**src/rtl/wsp_pkg.sv**
```systemverilog
package wsp_pkg;
    typedef enum logic [1:0] {
        ST_IDLE     = 2'd0,
        ST_PGM_POLL = 2'd1,
        ST_ERS_POLL = 2'd2
    } wsp_state_t;
endpackage

```
**src/rtl/wsp_edge.sv**
```systemverilog
module wsp_edge (
    input  logic clk,
    input  logic rst_n,
    input  logic level_i,
    output logic rise_o
);
    logic level_q;

    always_ff @(posedge clk) begin
        if (!rst_n) level_q <= 1'b0;
        else        level_q <= level_i;
    end

    assign rise_o = level_i & ~level_q;

    // a rise cannot repeat on the next cycle
    p_single_rise_r6: assert property (@(posedge clk) disable iff (!rst_n)
        rise_o |=> !rise_o);
endmodule

```
**src/rtl/wsp_toggle.sv**
```systemverilog
module wsp_toggle (
    input  logic clk,
    input  logic rst_n,
    input  logic clr_i,
    input  logic adv_i,
    output logic tog_o
);
    always_ff @(posedge clk) begin
        if (!rst_n)     tog_o <= 1'b0;
        else if (clr_i) tog_o <= 1'b0;
        else if (adv_i) tog_o <= ~tog_o;
    end
endmodule

```
**src/rtl/wsp_fsm.sv**
```systemverilog
module wsp_fsm
    import wsp_pkg::*;
(
    input  logic       clk,
    input  logic       rst_n,
    input  logic       busy_i,
    input  logic       erase_i,
    output wsp_state_t state_o,
    output logic       enter_o
);
    wsp_state_t st_q, st_d;

    always_ff @(posedge clk) begin
        if (!rst_n) st_q <= ST_IDLE;
        else        st_q <= st_d;
    end

    always_comb begin
        st_d = st_q;
        unique case (st_q)
            ST_IDLE:     if (busy_i) st_d = erase_i ? ST_ERS_POLL : ST_PGM_POLL;
            ST_PGM_POLL: if (!busy_i) st_d = ST_IDLE;
            ST_ERS_POLL: if (!busy_i) st_d = ST_IDLE;
            default:     st_d = ST_IDLE;
        endcase
    end

    assign state_o = st_q;
    assign enter_o = (st_q == ST_IDLE) && busy_i;

    // leaving a poll state always lands in IDLE when busy is low
    p_exit_idle_r8: assert property (@(posedge clk) disable iff (!rst_n)
        (st_q != ST_IDLE && !busy_i) |=> st_q == ST_IDLE);
endmodule

```
**src/rtl/write_status_poll.sv**
```systemverilog
module write_status_poll
    import wsp_pkg::*;
#(
    parameter int DATA_W = 8
) (
    input  logic              clk,
    input  logic              rst_n,
    input  logic              busy,
    input  logic              op_erase,
    input  logic [DATA_W-1:0] op_byte,
    input  logic              rd_strobe,
    input  logic [DATA_W-1:0] array_data,
    output logic [DATA_W-1:0] rd_data,
    output logic              rd_valid,
    output logic              status_mode
);
    localparam int POL_BIT = DATA_W - 1;
    localparam int TOG_BIT = DATA_W - 2;

    wsp_state_t        state;
    logic              enter;
    logic              rd_rise;
    logic              tog;
    logic              in_status;
    logic              status_q;
    logic              pol_src_q;
    logic [DATA_W-1:0] status_word;

    wsp_fsm u_fsm (
        .clk     (clk),
        .rst_n   (rst_n),
        .busy_i  (busy),
        .erase_i (op_erase),
        .state_o (state),
        .enter_o (enter)
    );

    wsp_edge u_edge (
        .clk     (clk),
        .rst_n   (rst_n),
        .level_i (rd_strobe),
        .rise_o  (rd_rise)
    );

    assign in_status = (state != ST_IDLE) && busy;

    wsp_toggle u_tog (
        .clk   (clk),
        .rst_n (rst_n),
        .clr_i (enter),
        .adv_i (rd_rise && in_status),
        .tog_o (tog)
    );

    always_ff @(posedge clk) begin
        if (!rst_n)     pol_src_q <= 1'b0;
        else if (enter) pol_src_q <= op_byte[POL_BIT];
    end

    always_comb begin
        status_word = '0;
        unique case (state)
            ST_PGM_POLL: status_word[POL_BIT] = ~pol_src_q;
            ST_ERS_POLL: status_word[POL_BIT] = 1'b0;
            default:     status_word[POL_BIT] = 1'b0;
        endcase
        status_word[TOG_BIT] = tog;
    end

    always_ff @(posedge clk) begin
        if (!rst_n) begin
            rd_data  <= '0;
            rd_valid <= 1'b0;
            status_q <= 1'b0;
        end else begin
            rd_valid <= rd_rise;
            if (rd_rise) begin
                rd_data  <= in_status ? status_word : array_data;
                status_q <= in_status;
            end
        end
    end

    assign status_mode = (state != ST_IDLE);

    // a data read echoes the array word seen at the strobe edge
    p_data_read_r2: assert property (@(posedge clk) disable iff (!rst_n)
        (rd_valid && !status_q) |-> rd_data == $past(array_data));

    // erase status never shows a set polarity bit
    p_erase_pol_r4: assert property (@(posedge clk) disable iff (!rst_n)
        (rd_valid && $past(state == ST_ERS_POLL && busy)) |-> !rd_data[POL_BIT]);

    // low bits are zero in every status read
    p_low_zero_r7: assert property (@(posedge clk) disable iff (!rst_n)
        (rd_valid && status_q) |-> rd_data[TOG_BIT-1:0] == '0);

    // first status read after entry shows toggle 0
    p_tog_clear_r5: assert property (@(posedge clk) disable iff (!rst_n)
        enter |=> !tog);

    // status_mode only rises after busy was seen
    p_mode_rise_r9: assert property (@(posedge clk) disable iff (!rst_n)
        $rose(status_mode) |-> $past(busy));
endmodule

```
**config.mk**
```make
export PLATFORM = sky130hd
export DESIGN_NAME = write_status_poll
export DESIGN_NICKNAME = d
export VERILOG_FILES = /design/src/rtl/wsp_pkg.sv /design/src/rtl/wsp_edge.sv /design/src/rtl/wsp_toggle.sv /design/src/rtl/wsp_fsm.sv /design/src/rtl/write_status_poll.sv
export SDC_FILE = /design/constraint.sdc
export NUM_CORES = 1
export LEC_CHECK = 0
export BUFFER_PORTS_ARGS = -buffer_cell sky130_fd_sc_hd__clkbuf_2
export CAP_MARGIN = 20
export CORE_ASPECT_RATIO = 1.25
export CORE_MARGIN = 4
export CORE_UTILIZATION = 39
export DETAILED_ROUTE_END_ITERATION = 16
export PLACE_DENSITY = 0.78
export SYNTH_ARGS = -nofsm -noshare
export SYNTH_HDL_FRONTEND = slang
export SYNTH_SLANG_ARGS = --single-unit
```
**constraint.sdc**
```tcl
create_clock -name clk -period 1.58 [get_ports clk]
set_clock_uncertainty 0.2 [all_clocks]
set_input_delay 0.158 -clock clk [delete_from_list [all_inputs] [get_ports clk]]
set_output_delay 0.158 -clock clk [all_outputs]
set_load 0.03 [all_outputs]
```
Yosys cells after proc, flatten, opt, wreduce, memory -nomap -nowiden
Cells that the tools add are included. W data, S select, Z words.

Flip-flop bits (word level): 14. Latch bits: 0. RAM bits: 0. ROM bits: 0. Input bits: 21. Output and inout bits: 10. Logic and storage cells: 29. Memories: 0.

Add/subtract/negate cells: 0. Multiply operators: 0. Divide/modulo/power cells: 0. Order comparisons: 0. Equality and inequality tests: 4. Shifts and indexed selects: 0. Muxes and demuxes: 6. Bitwise gates (word level): 5. Reductions and logical operators: 8.

Operators by type and width (count): $mux W8 (1); $mux W2 (3); $ne A2 B2 Y1 const B (2); $not A1 Y1 (4); $pmux W2 S2 (1); $reduce_or A2 Y1 (2); $logic_and A1 B1 Y1 (3); $eq A2 B1 Y1 const B (1); $eq A2 B2 Y1 const B (1); $logic_not A2 Y1 (1); $reduce_and A2 Y1 (1); $reduce_bool A2 Y1 (1); $and A1 B1 Y1 (1); $mux W1 (1).

Depth between registers and ports, before layout
Gate-level depths: netlist (run 1).

Depth after elaboration: 4. Mapped depth: 6. Gate-level depth less buffers: 5.

By module
From an unflattened synthesis (run 1), not the netlist that was laid out.

Cell total of the unflattened synthesis: 58. Area total of the unflattened synthesis: 583.1 µm².

By module, submodules not included: write_status_poll (times used 1, cells each 39, area an instance 381.6 µm², sequential area each 200.2 µm²); wsp_fsm (times used 1, cells each 13, area an instance 120.1 µm², sequential area each 40.0 µm²); wsp_toggle (times used 1, cells each 3, area an instance 41.3 µm², sequential area each 20.0 µm²); wsp_edge (times used 1, cells each 3, area an instance 40.0 µm², sequential area each 20.0 µm²).

Worst setup path before layout (run 1)
OpenSTA, ideal clock, no wires.

Kind: register -> register. Start point: register u_fsm.st_q[0] (netlist: u_fsm.state_o[0]). End point: register u_tog.tog_o. Library setup time: 0.070 ns. Arrival: 1.373 ns. Data required time: 1.310 ns. Setup slack: -0.063 ns. Cell stages (with the launch flop): 7. Path buffers: 1. Period minus slack after synthesis: 1.643 ns. Cells stage by stage: dfxtp_1 > inv_1 > ha_1 > nand2b_2 > buf_6 > or4_1 > a21boi_1.

Longest elaborated chain between the ends: 3. Elaborated cells on any way between the ends: 6. Classes of those cells: reduce/logical (6).

RTL lines: from (decl) (line wsp_fsm.sv:11) `wsp_state_t st_q, st_d;`; from (signal assigned) (line wsp_fsm.sv:15) `else st_q <= st_d;`; $logic_not A2 Y1 / $reduce_bool A2 Y1 (equally long branches) (line wsp_fsm.sv:29, write_status_poll.sv:45); $logic_and A1 B1 Y1 (on tied branches) (line wsp_fsm.sv:29, write_status_poll.sv:45); $reduce_or A2 Y1 (no source line) / $logic_and A1 B1 Y1 (equally long branches); to (signal assigned) (line wsp_toggle.sv:11) `else if (adv_i) tog_o <= ~tog_o;`; to (decl) (line wsp_toggle.sv:6) `output logic tog_o`.

Parallel ways exist; a longest one is shown, timed or not. A chain may end at the register's enable or synchronous reset.

Final worst setup path (run 1)
Ends and elaborated chain as after synthesis.

==> results.txt, run 1 <==
Status - finished clean
Metal-1 WL - 567 um
Remaining global-route overflow - 0
Hpwl dp - 994 um
Share of the synthesized area in the top cell type - 44.2%
Final hold vios - 0
Number of global-route vias before repair - 594
Pins over their slew limit - 0
Nets - 128
Post-CTS setup repair buffer count - 0
PnR worst setup slack - 0.0628 ns
Core area - 0.00156 sq mm
Layout cells sized above 1 - 35.3%
Commonest cells after routing, fill and taps aside - clkbuf_2, dfxtp_1, dlygate4sd3_1, nand2_1, nand3_1
Worst slack, placed - 0.0321 ns
Ys async rst share - 0%
Clock Pin Slew Worst Setup and Hold Paths - 0.08 ns
DRC violation total after the first TritonRoute iteration - 4
PortBufs - 23
Xor-xnor portion of the synthesized cell area - 0%
Flop-to-flop setup slack - 0.06 ns
MaxCap Viol Count - 0
Post-Syn Instances - 68
Row Count - 16
CP Cell Sequence - inv_2 > ha_2 > nand2b_4 > or4_1 > a21boi_1
DRC - 0
FF-to-FF path depth - 5
Max rail drop VDD - 476 uV
Tmin final - 1.52 ns
Critical path arrival - 1.52 ns
Clock Latency Late Sink - 0.27 ns
Die Height - 53.1 um
Crit path kind - flip-flop to flip-flop
Crit Path Max Fanout - 3
Worst hold slack - 0.0454 ns
WP depth - 5
Post-synthesis sequential area ratio - 44.2%
Layout area overhead - 42.4%
Worst R2R End - u_tog.tog_o$_SDFFE_PP0P_
Number of H-tree levels - 1
Placed Area - 764 sq um
CP bufs+invs - 1
Yosys warning count - 0
DR WL met2 - 707 um
Cell Pwr Density - 918 mW/mm^2
Full die area - 0.00234 sq mm
Synth top area cells - dfxtp_1, a21boi_1, ha_1
Simple-gate area share of the yosys netlist - 21.9%
CP max stage delay - 0.39 ns
DRT Pass-1 Iters - 4
Synth Register Bits - 14
CTS Sinks - 14
Wire per inst - 11.8 um
Post-synth EDFFs - 0
Global-route wire length before repair - 2430 um
Largest net degree at the start of global routing - 15
Vias - 595
GRT Overall Usage - 14.2%
Main combinational cell family by area after synthesis - simple AND/OR/NAND/NOR gates
Mux contribution to synthesized area - 4.73%
Tcrit/Tclk final - 96.0%
Critical R2R Launch - u_fsm.state_o[0]$_SDFFE_PN0P_
CP max-delay cell - or4_1
Data required, critical path - 1.59 ns
I/O Pins - 31
Hold Path Class - input pin to flip-flop
Hold path depth - 3
Die X-Extent - 44.1 um
Compound-Gate Fraction of Synth Area - 16.0%
Crit path capture type - flip-flop
Starting Density - 40.6%
Synth Flop Type - dfxtp_1
Met3 WL post-DR - 99 um
Yosys cell types - 21
Top delay family on crit path - simple AND/OR/NAND/NOR gates
Actual slew at the worst max-slew pin - 0.223 ns
Hold Path Sink - pol_src_q$_SDFFE_PN0P_
Min-delay src - busy
Most common cell after layout, fill and taps aside - clkbuf_2
Cell area after synthesis - 634 sq um
Final ANT Viol Nets - 0
LEAKAGE - 0.420 nW
RePlAce Congestion - 0.721
Longest Clk Path Bufs - 2
Adder and majority gate portion of the synthesized area - 5.92%
CTS tree - yes
Synthesized net count - 92
Root buf cell - clkbuf_4
Setup TNS - 0 ns
Peak Freq - 0.659 GHz
Max_slew headroom - 84.8%
Cell area after layout - 903 sq um
Top Layer Used - met4
Post-Syn Area per Cell - 9.33 sq um
Antenna cells - 0
Critical path launch point type - flip-flop
Vias/cell - 4.96
CTS buffer count - 3
Finish-stage setup viols - 0
Initial antenna violation count - 0
WL final - 1410 um
Tot Pwr - 0.000829 W
Area leader, netlist - dfxtp_1
==> routing by layer <==
layer / track usage [%] / vias to the layer above
met5: 0 / -
met4: 9.05 / 0
met3: 3.06 / 4
met2: 25.5 / 22
met1: 14.5 / 267
li1: - / 302
==> worst max path at each step <==
stage / from / end / slack [ns]
after detailed placement: u_fsm.state_o[0]$_SDFFE_PN0P_ / u_fsm.state_o[1]$_SDFFE_PN0P_ / 0.03
after global placement: u_fsm.state_o[0]$_SDFFE_PN0P_ / u_tog.tog_o$_SDFFE_PP0P_ / 0.08
after CTS: u_fsm.state_o[0]$_SDFFE_PN0P_ / u_fsm.state_o[1]$_SDFFE_PN0P_ / 0.008
after floorplan: u_fsm.state_o[0]$_SDFFE_PN0P_ / u_tog.tog_o$_SDFFE_PP0P_ / 0.01
final: u_fsm.state_o[0]$_SDFFE_PN0P_ / u_tog.tog_o$_SDFFE_PP0P_ / 0.06
after global routing: u_fsm.state_o[0]$_SDFFE_PN0P_ / u_tog.tog_o$_SDFFE_PP0P_ / -0.007
==> worst reg2reg max path, stage by stage, from the launching register on <==
cell	delay (ns)
dfxtp_2	0.34
inv_2	0.06
ha_2	0.20
nand2b_4	0.14
or4_1	0.39
a21boi_1	0.13
==> Yosys cell counts (all sizes together) (2+ instances only) <==
library cell   n
nand2b         3
buf            3
nand2          8
a21oi          3
dfxtp         14
ha             3
inv            4
and2           4
nand3          7
a21boi         8
mux2i          3
o21ai          2
==> power by group <==
| part | switching (W) | total [W] | internal [W] |
|---|---|---|---|
| logic | 0.000132 | 0.000246 | 0.000114 |
| clock network | 0.000105 | 0.000193 | 0.0000883 |
| registers | 0.0000123 | 0.000391 | 0.000379 |
| total | 0.000249 | 0.000829 | 0.000581 |
==> flip-flops by register name, summed over array words and instances, names as in the netlist <==
signal / flops
rd_valid: 1
u_edge.level_q: 1
u_tog.tog_o: 1
pol_src_q: 1
rd_data: 8
u_fsm.state_o: 2
==> layout make-up <==
cell class,instances,area [sq um]
Inverter,4,15.0
Multi-Input combinational cell,46,332
Fill cell,143,658
Clock buffer,3,22.5
Sequential cell,14,282
Tap cell,18,22.5
Timing Repair Buffer,35,230
==> per-stage QoR <==
step / instances / utilization (%)
2_1_floorplan: 68 / -
3_3_place_gp: 107 / 49.0
3_5_place_dp: 107 / 49.0
4_1_cts: 120 / 56.8
5_1_grt: 120 / 57.9
6_report: 120 / 57.9
==> logic make-up (layout without fill, tap and decap cells) <==
kind of cell / Yosys count / in the layout
DFF: 14 / 14
AOI/OAI and AO/OA: 15 / 15
adders and majority gates: 3 / 3
muxes: 3 / 3
buffers and inverters: 8 / 42
and+or+nand+nor: 25 / 25
==> timing repair <==
action / CTS / global route
endpoints found under the hold margin: 10 / 0
gates resized for setup: 0 / 3
setup endpoints to repair: 0 / 5
hold buffers: 10 / 0
No activity file was read; power rests on OpenSTA's default activity.
==> inputs of run 2 (changes only) <==
--- a/config.mk
+++ b/config.mk
@@ -7,11 +7,10 @@
 export LEC_CHECK = 0
 export BUFFER_PORTS_ARGS = -buffer_cell sky130_fd_sc_hd__clkbuf_2
 export CAP_MARGIN = 20
-export CORE_ASPECT_RATIO = 1.25
 export CORE_MARGIN = 4
-export CORE_UTILIZATION = 39
+export CORE_UTILIZATION = 43
 export DETAILED_ROUTE_END_ITERATION = 16
-export PLACE_DENSITY = 0.78
+export PLACE_DENSITY = 0.81
 export SYNTH_ARGS = -nofsm -noshare
 export SYNTH_HDL_FRONTEND = slang
 export SYNTH_SLANG_ARGS = --single-unit
==> constraint.sdc (replaced) <==
create_clock -name clk -period 1.64 [get_ports clk]
set_clock_uncertainty 0.2 [all_clocks]
set_input_delay 0.164 -clock clk [delete_from_list [all_inputs] [get_ports clk]]
set_output_delay 0.164 -clock clk [all_outputs]
set_load 0.03 [all_outputs]
==> run 2 against run 1 <==
Setup slack got worse by 0.019 ns. Die area decreased by 7.9%. Largest power group unchanged. Non-clock buffer count unchanged. Total power increased by 0.73%. Critical path depth unchanged. Core utilization increased by 8.8 points. Wire length increased by 1.8%. Sequential share of layout area increased by 0.13 points. Hold slack got worse by 0.032 ns. Maximum frequency decreased by 4.9%. Via count decreased by 0.50%. Final cell count decreased by 1.7%.
==> results.txt, run 2 (synthesized netlist as in run 1, its figures left out) <==
Tcrit/Tclk final - 97.3% (+1.3 points)
Pins over their slew limit - 0 (unchanged)
Layout cells sized above 1 - 34.0% (-1.3 points)
Setup TNS - 0 ns (unchanged)
Fillers - 126 (-12%)
Actual slew at the worst max-slew pin - 0.235 ns (+0.0115 ns)
DRC - 0 (unchanged)
Critical path launch point type - flip-flop
Max_slew headroom - 83.9% (-0.92 points)
Number of H-tree levels - 1 (unchanged)
GRT Overall Usage - 15.9% (+1.7 points)
CTS tree - yes
Vias/cell - 5.02 (+1.2%)
Antenna cells - 0 (unchanged)
Final hold vios - 0 (unchanged)
Commonest cells after routing, fill and taps aside - clkbuf_2, dfxtp_1, dlygate4sd3_1, nand2_1, nand3_1
Nets - 128 (unchanged)
CP Cell Sequence - inv_1 > ha_2 > nand2b_2 > or4_4 > a21boi_2
Worst hold slack - 0.0133 ns (-0.0322 ns)
Layout area overhead - 41.8%
CTS Sinks - 14 (unchanged)
Initial antenna violation count - 0 (unchanged)
Largest net degree at the start of global routing - 15 (unchanged)
Data required, critical path - 1.66 ns (+0.07 ns)
CP max stage delay - 0.42 ns (+0.03 ns)
Final ANT Viol Nets - 0 (unchanged)
Vias - 592 (-0.50%)
Max rail drop VDD - 625 uV (+31%)
Wire per inst - 12.2 um (+3.5%)
MaxCap Viol Count - 0 (unchanged)
Die X-Extent - 46.4 um (+5.3%)
CTS buffer count - 3 (unchanged)
Most common cell after layout, fill and taps aside - clkbuf_2
Hpwl dp - 971 um (-2.3%)
RePlAce Congestion - 0.694 (-3.7%)
Max reg flops - 8 (unchanged)
Starting Density - 47.0% (+6.4 points)
Crit path kind - flip-flop to flip-flop
CP max-delay cell - or4_4
WL final - 1440 um (+1.8%)
FF/Latch Area - 282 sq um (unchanged)
Status - finished clean
Remaining global-route overflow - 0 (unchanged)
Tot Pwr - 0.000835 W (+0.73%)
Cell area after layout - 900 sq um (-0.42%)
Longest Clk Path Bufs - 2 (unchanged)
LEAKAGE - 0.420 nW (+0.13%)
Root buf cell - clkbuf_4
PortBufs - 23 (unchanged)
DRC violation total after the first TritonRoute iteration - 10 (+6)
Critical path arrival - 1.62 ns (+0.10 ns)
Finish-stage setup viols - 0 (unchanged)
I/O Pins - 31 (unchanged)
Full die area - 0.00215 sq mm (-7.9%)
Biggest register - rd_data
Clock Pin Slew Worst Setup and Hold Paths - 0.09 ns (about the same)
Peak Freq - 0.627 GHz (-4.9%)
DRT Pass-1 Iters - 5 (+1)
Global-route wire length before repair - 2360 um (-2.8%)
Crit path capture type - flip-flop
Crit Path Max Fanout - 3 (unchanged)
Tmin final - 1.60 ns (+0.0788 ns)
Cell Pwr Density - 929 mW/mm^2 (+1.1%)
Number of global-route vias before repair - 581 (-2.2%)
Area taken by multi-input logic gates - 318 sq um (-4.2%)
Core area - 0.00135 sq mm (-14%)
Die Height - 46.4 um (-13%)
Clock Latency Late Sink - 0.28 ns (about the same)
Hold Path Class - input pin to flip-flop
Placed Area - 754 sq um (-1.3%)
Row Count - 13 (-3)
## run 2: cell types whose count changed in the layout (fill, tap and decap cells not counted)
cell | previous run | this run
nand2b_2 | 0 | 1
or4_1 | 1 | 0
nand2b_4 | 1 | 0
mux2i_1 | 2 | 3
ha_4 | 1 | 0
ha_1 | 1 | 2
or4_4 | 0 | 1
a21boi_2 | 0 | 1
clkbuf_8 | 0 | 1
a21boi_1 | 6 | 5
inv_1 | 2 | 4
inv_2 | 2 | 0
mux2i_2 | 1 | 0
## run 2: critical path, delay by kind of cell (launching register included)
kind | cells | cell delay, ns
flip-flops | 1 | 0.33
AND/OR/NAND/NOR | 2 | 0.60
buffers and inverters | 1 | 0.06
adder cells (fa/ha/maj) | 1 | 0.20
AO/OA/AOI/OAI | 1 | 0.15
## run 2: report_power, final
part | leakage [nW] | switching (W) | internal, W
sequential | 0.115 | 0.0000105 | 0.000365
clock | 0.0210 | 0.000107 | 0.000135
combinational | 0.284 | 0.000123 | 0.0000954
## run 2: metal layers
metal | global-route usage [%] | up-vias | routed length, um
met4 | 8.52 | 0 | 53
met3 | 7.03 | 6 | 90
met1 | 16.4 | 264 | 564
met5 | 0 | - | 0
li1 | - | 304 | -
met2 | 26.6 | 18 | 727
## run 2: final timing paths
check | from | to | slack, ns | cells after the start
max | u_fsm.state_o[0]$_SDFFE_PN0P_ | u_tog.tog_o$_SDFFE_PP0P_ | 0.04 | 5
min | busy | pol_src_q$_SDFFE_PN0P_ | 0.01 | 3
max reg2reg | u_fsm.state_o[0]$_SDFFE_PN0P_ | u_tog.tog_o$_SDFFE_PP0P_ | 0.04 | 5
min reg2reg | rd_data[5]$_SDFFE_PN0P_ | rd_data[5]$_SDFFE_PN0P_ | 0.26 | 2
## run 2: what timing repair did
action / 4_1_cts / 5_1_grt
endpoints found under the setup margin: 0 / 3
setup buffers: 0 / 0
endpoints found under the hold margin: 10 / 0
hold buffers: 10 / 0
resized for setup: 0 / 3
## run 2: final cells by class
| type | count | share of cell area (%) |
|---|---|---|
| Clock buffer | 4 | 4.03 |
| Inverter | 4 | 1.67 |
| Multi-Input combinational cell | 46 | 35.3 |
| Sequential cell | 14 | 31.3 |
| Tap cell | 15 | 2.09 |
| Timing Repair Buffer | 35 | 25.6 |
## run 2: stage by stage
step,cells,utilization (%),worst slack [ns]
floorplan,68,-,0.0254
global placement,104,55.9,0.111
detailed placement,104,55.9,0.0379
CTS,118,66.0,0.0284
global route,118,66.6,-0.00179
finish,118,66.6,0.0440
==> inputs of run 3 (changes only) <==
--- a/config.mk
+++ b/config.mk
@@ -5,10 +5,11 @@
 export SDC_FILE = /design/constraint.sdc
 export NUM_CORES = 1
 export LEC_CHECK = 0
+export ABC_AREA = 1
 export BUFFER_PORTS_ARGS = -buffer_cell sky130_fd_sc_hd__clkbuf_2
 export CAP_MARGIN = 20
 export CORE_MARGIN = 4
-export CORE_UTILIZATION = 43
+export CORE_UTILIZATION = 42
 export DETAILED_ROUTE_END_ITERATION = 16
 export PLACE_DENSITY = 0.81
 export SYNTH_ARGS = -nofsm -noshare
==> run 3 against run 2 <==
Final cell count rose by 16%. Wire length fell by 2.9%. Synthesized cell count rose by 22%. Area after synthesis fell by 5.9%. Core utilization rose by 0.98 points. Sequential share of layout area rose by 0.31 points. Global-route usage rose by 0.27 points. Non-clock buffer count rose by 1. Flip-flop and latch count did not move.
==> results.txt, run 3 <==
Area leader, netlist - dfxtp_1
Post-synthesis sequential area ratio - 47.0% (+2.8 points)
Synth top area cells - dfxtp_1, nand2_1, a21oi_1
Layout cells sized above 1 - 24.6% (-9.4 points)
Initial antenna violation count - 0 (unchanged)
LEAKAGE - 0.445 nW (+5.8%)
Finish-stage setup viols - 0 (unchanged)
Tot Pwr - 0.000855 W (+2.3%)
Non-filler cells in the finished layout - 137 (+16%)
Fillers - 108 (-14%)
CP max stage delay - 0.34 ns (-0.08 ns)
Post-synth EDFFs - 0 (unchanged)
Max_slew headroom - 80.3% (-3.6 points)
Root buf cell - clkbuf_4
Post-Syn Instances - 83 (+22%)
Top cell by count, worst path - inv_1
Top delay family on crit path - flip-flops
Status - finished clean
DRC - 0 (unchanged)
Hold Path Class - input pin to flip-flop
CP bufs+invs - 3 (+2)
Synth Register Bits - 14 (unchanged)
Hpwl dp - 939 um (-3.2%)
Flop-to-flop setup slack - 0.18 ns (+0.14 ns)
Longest Clk Path Bufs - 2 (unchanged)
I/O Pins - 31 (unchanged)
CTS buffer count - 3 (unchanged)
CTS tree - yes
WL final - 1390 um (-2.9%)
Die Height - 45.7 um (-1.5%)
Wire per inst - 10.2 um (-16%)
Biggest register - rd_data
Crit path kind - flip-flop to output port
Post-Syn Area per Cell - 7.19 sq um (-23%)
RePlAce Congestion - 0.675 (-2.7%)
Row Count - 13 (unchanged)
Most common cell after layout, fill and taps aside - nand2_1
Unrepaired setup endpoints after global routing - false
Cell Pwr Density - 960 mW/mm^2 (+3.4%)
Die X-Extent - 45.7 um (-1.5%)
Share of the synthesized area in the top cell type - 47.0% (+2.8 points)
CP Cell Sequence - inv_1 > ha_1 > inv_1 > clkbuf_4
Final hold vios - 0 (unchanged)
Remaining global-route overflow - 0 (unchanged)
CTS Sinks - 14 (unchanged)
Tmin final - 1.54 ns (-0.0514 ns)
Actual slew at the worst max-slew pin - 0.293 ns (+0.0583 ns)
Synthesized net count - 107 (+16%)
Full die area - 0.00209 sq mm (-3.1%)
MaxCap Viol Count - 0 (unchanged)
Yosys cell types - 12 (-43%)
Core area - 0.00132 sq mm (-2.4%)
DRT Pass-1 Iters - 4 (-1)
Peak Freq - 0.647 GHz (+3.3%)
Ys async rst share - 0% (unchanged)
Tcrit/Tclk final - 94.2% (-3.1 points)
Max rail drop VDD - 584 uV (-6.5%)
Vias - 614 (+3.7%)
Crit path capture type - output port
Most numerous cell in the Yosys netlist - nand2_1
Antenna cells - 0 (unchanged)
Pins over their slew limit - 0 (unchanged)
CP max-delay cell - dfxtp_1
Data required, critical path - 1.28 ns (-0.38 ns)
DRC violation total after the first TritonRoute iteration - 16 (+6)
Commonest cells after routing, fill and taps aside - nand2_1, clkbuf_2, dfxtp_1, inv_1, dlygate4sd3_1
Yosys warning count - 0 (unchanged)
Clock Latency Late Sink - 0.29 ns (about the same)
Clock Pin Slew Worst Setup and Hold Paths - 0.08 ns (about the same)
Number of global-route vias before repair - 567 (-2.4%)
Largest net degree at the start of global routing - 11 (-4)
Post-synth top cells - nand2_1, dfxtp_1, inv_1, a21oi_1, nor2_1
Nets - 147 (+15%)
Critical path arrival - 1.18 ns (-0.44 ns)
Final ANT Viol Nets - 0 (unchanged)
Critical path launch point type - flip-flop
Synth Flop Type - dfxtp_1
Crit Path Max Fanout - 3 (unchanged)
Max reg flops - 8 (unchanged)
Global-route wire length before repair - 2380 um (+0.89%)
Cell area after synthesis - 597 sq um (-5.9%)
Layout area overhead - 49.3%
Number of H-tree levels - 1 (unchanged)
Vias/cell - 4.48 (-11%)
PortBufs - 23 (unchanged)
Setup TNS - 0 ns (unchanged)
GRT Overall Usage - 16.2% (+0.27 points)
Placed insts - 121 (+16%)
Starting Density - 45.3% (-1.7 points)
-- run 3: area by class of cell --
class / count / area [sq um] / area share, %
inverter: 13 / 48.8 / 5.48
clock buffer: 4 / 36.3 / 4.07
multi-input combinational: 55 / 260 / 29.2
tap: 15 / 18.8 / 2.11
sequential: 14 / 282 / 31.6
timing repair buffer: 36 / 245 / 27.5
-- run 3: what timing repair did --
action                                  CTS  global route
gates resized for setup                   0             3
hold endpoints to repair                 12             0
endpoints found under the setup margin    0             1
hold buffers                             12             0
setup buffers                             0             0
-- run 3: metrics by stage --
stage	instance area, sq um	utilization [%]	hold WS [ns]	worst slack (ns)
global route	891	67.6	0.0316	0.00864
CTS	887	67.3	0.00791	0.0673
detailed placement	731	55.5	0.192	0.215
finish	891	67.6	0.00717	0.0954
global placement	731	55.5	0.180	0.256
floorplan	597	-	0.0755	0.170
-- run 3: report_power, final --
group / internal (W) / switching, W
sequential: 0.000367 / 0.0000119
clock: 0.000135 / 0.000119
combinational: 0.0000868 / 0.000134
total: 0.000590 / 0.000265
-- run 3: final timing paths --
kind,from,to,cells after the start
max,u_fsm.state_o[1]$_SDFFE_PN0P_,status_mode,4
min,array_data[7],rd_data[7]$_SDFFE_PN0P_,5
max reg2reg,u_fsm.state_o[1]$_SDFFE_PN0P_,u_fsm.state_o[0]$_SDFFE_PN0P_,7
min reg2reg,u_edge.level_q$_SDFF_PN0_,rd_valid$_SDFF_PN0_,1
-- run 3: cell families (layout without fill, tap and decap cells) --
family | after synthesis | in the layout | share of synthesized area, %
buf+inv | 14 | 53 | 9.43
flops | 14 | 14 | 47.0
fa+ha+maj | 3 | 3 | 6.29
compound gates | 15 | 15 | 12.6
simple gates | 37 | 37 | 24.7
-- run 3: worst register-to-register path, cell delays in order (launching register included) --
cell,delay [ns]
dfxtp_1,0.32
inv_1,0.10
ha_1,0.21
inv_1,0.06
o21ai_0,0.26
nand2_1,0.07
o21ai_0,0.08
nor2_1,0.05
-- run 3: per-layer routing --
metal / GRT usage [%] / wire, um / vias up / part of all wire [%]
met5: 0 / 0 / - / 0
li1: - / - / 337 / -
met2: 25.3 / 662 / 21 / 47
met3: 6.32 / 108 / 3 / 7.7
met1: 19.6 / 604 / 253 / 43
met4: 6.82 / 19 / 0 / 1.4
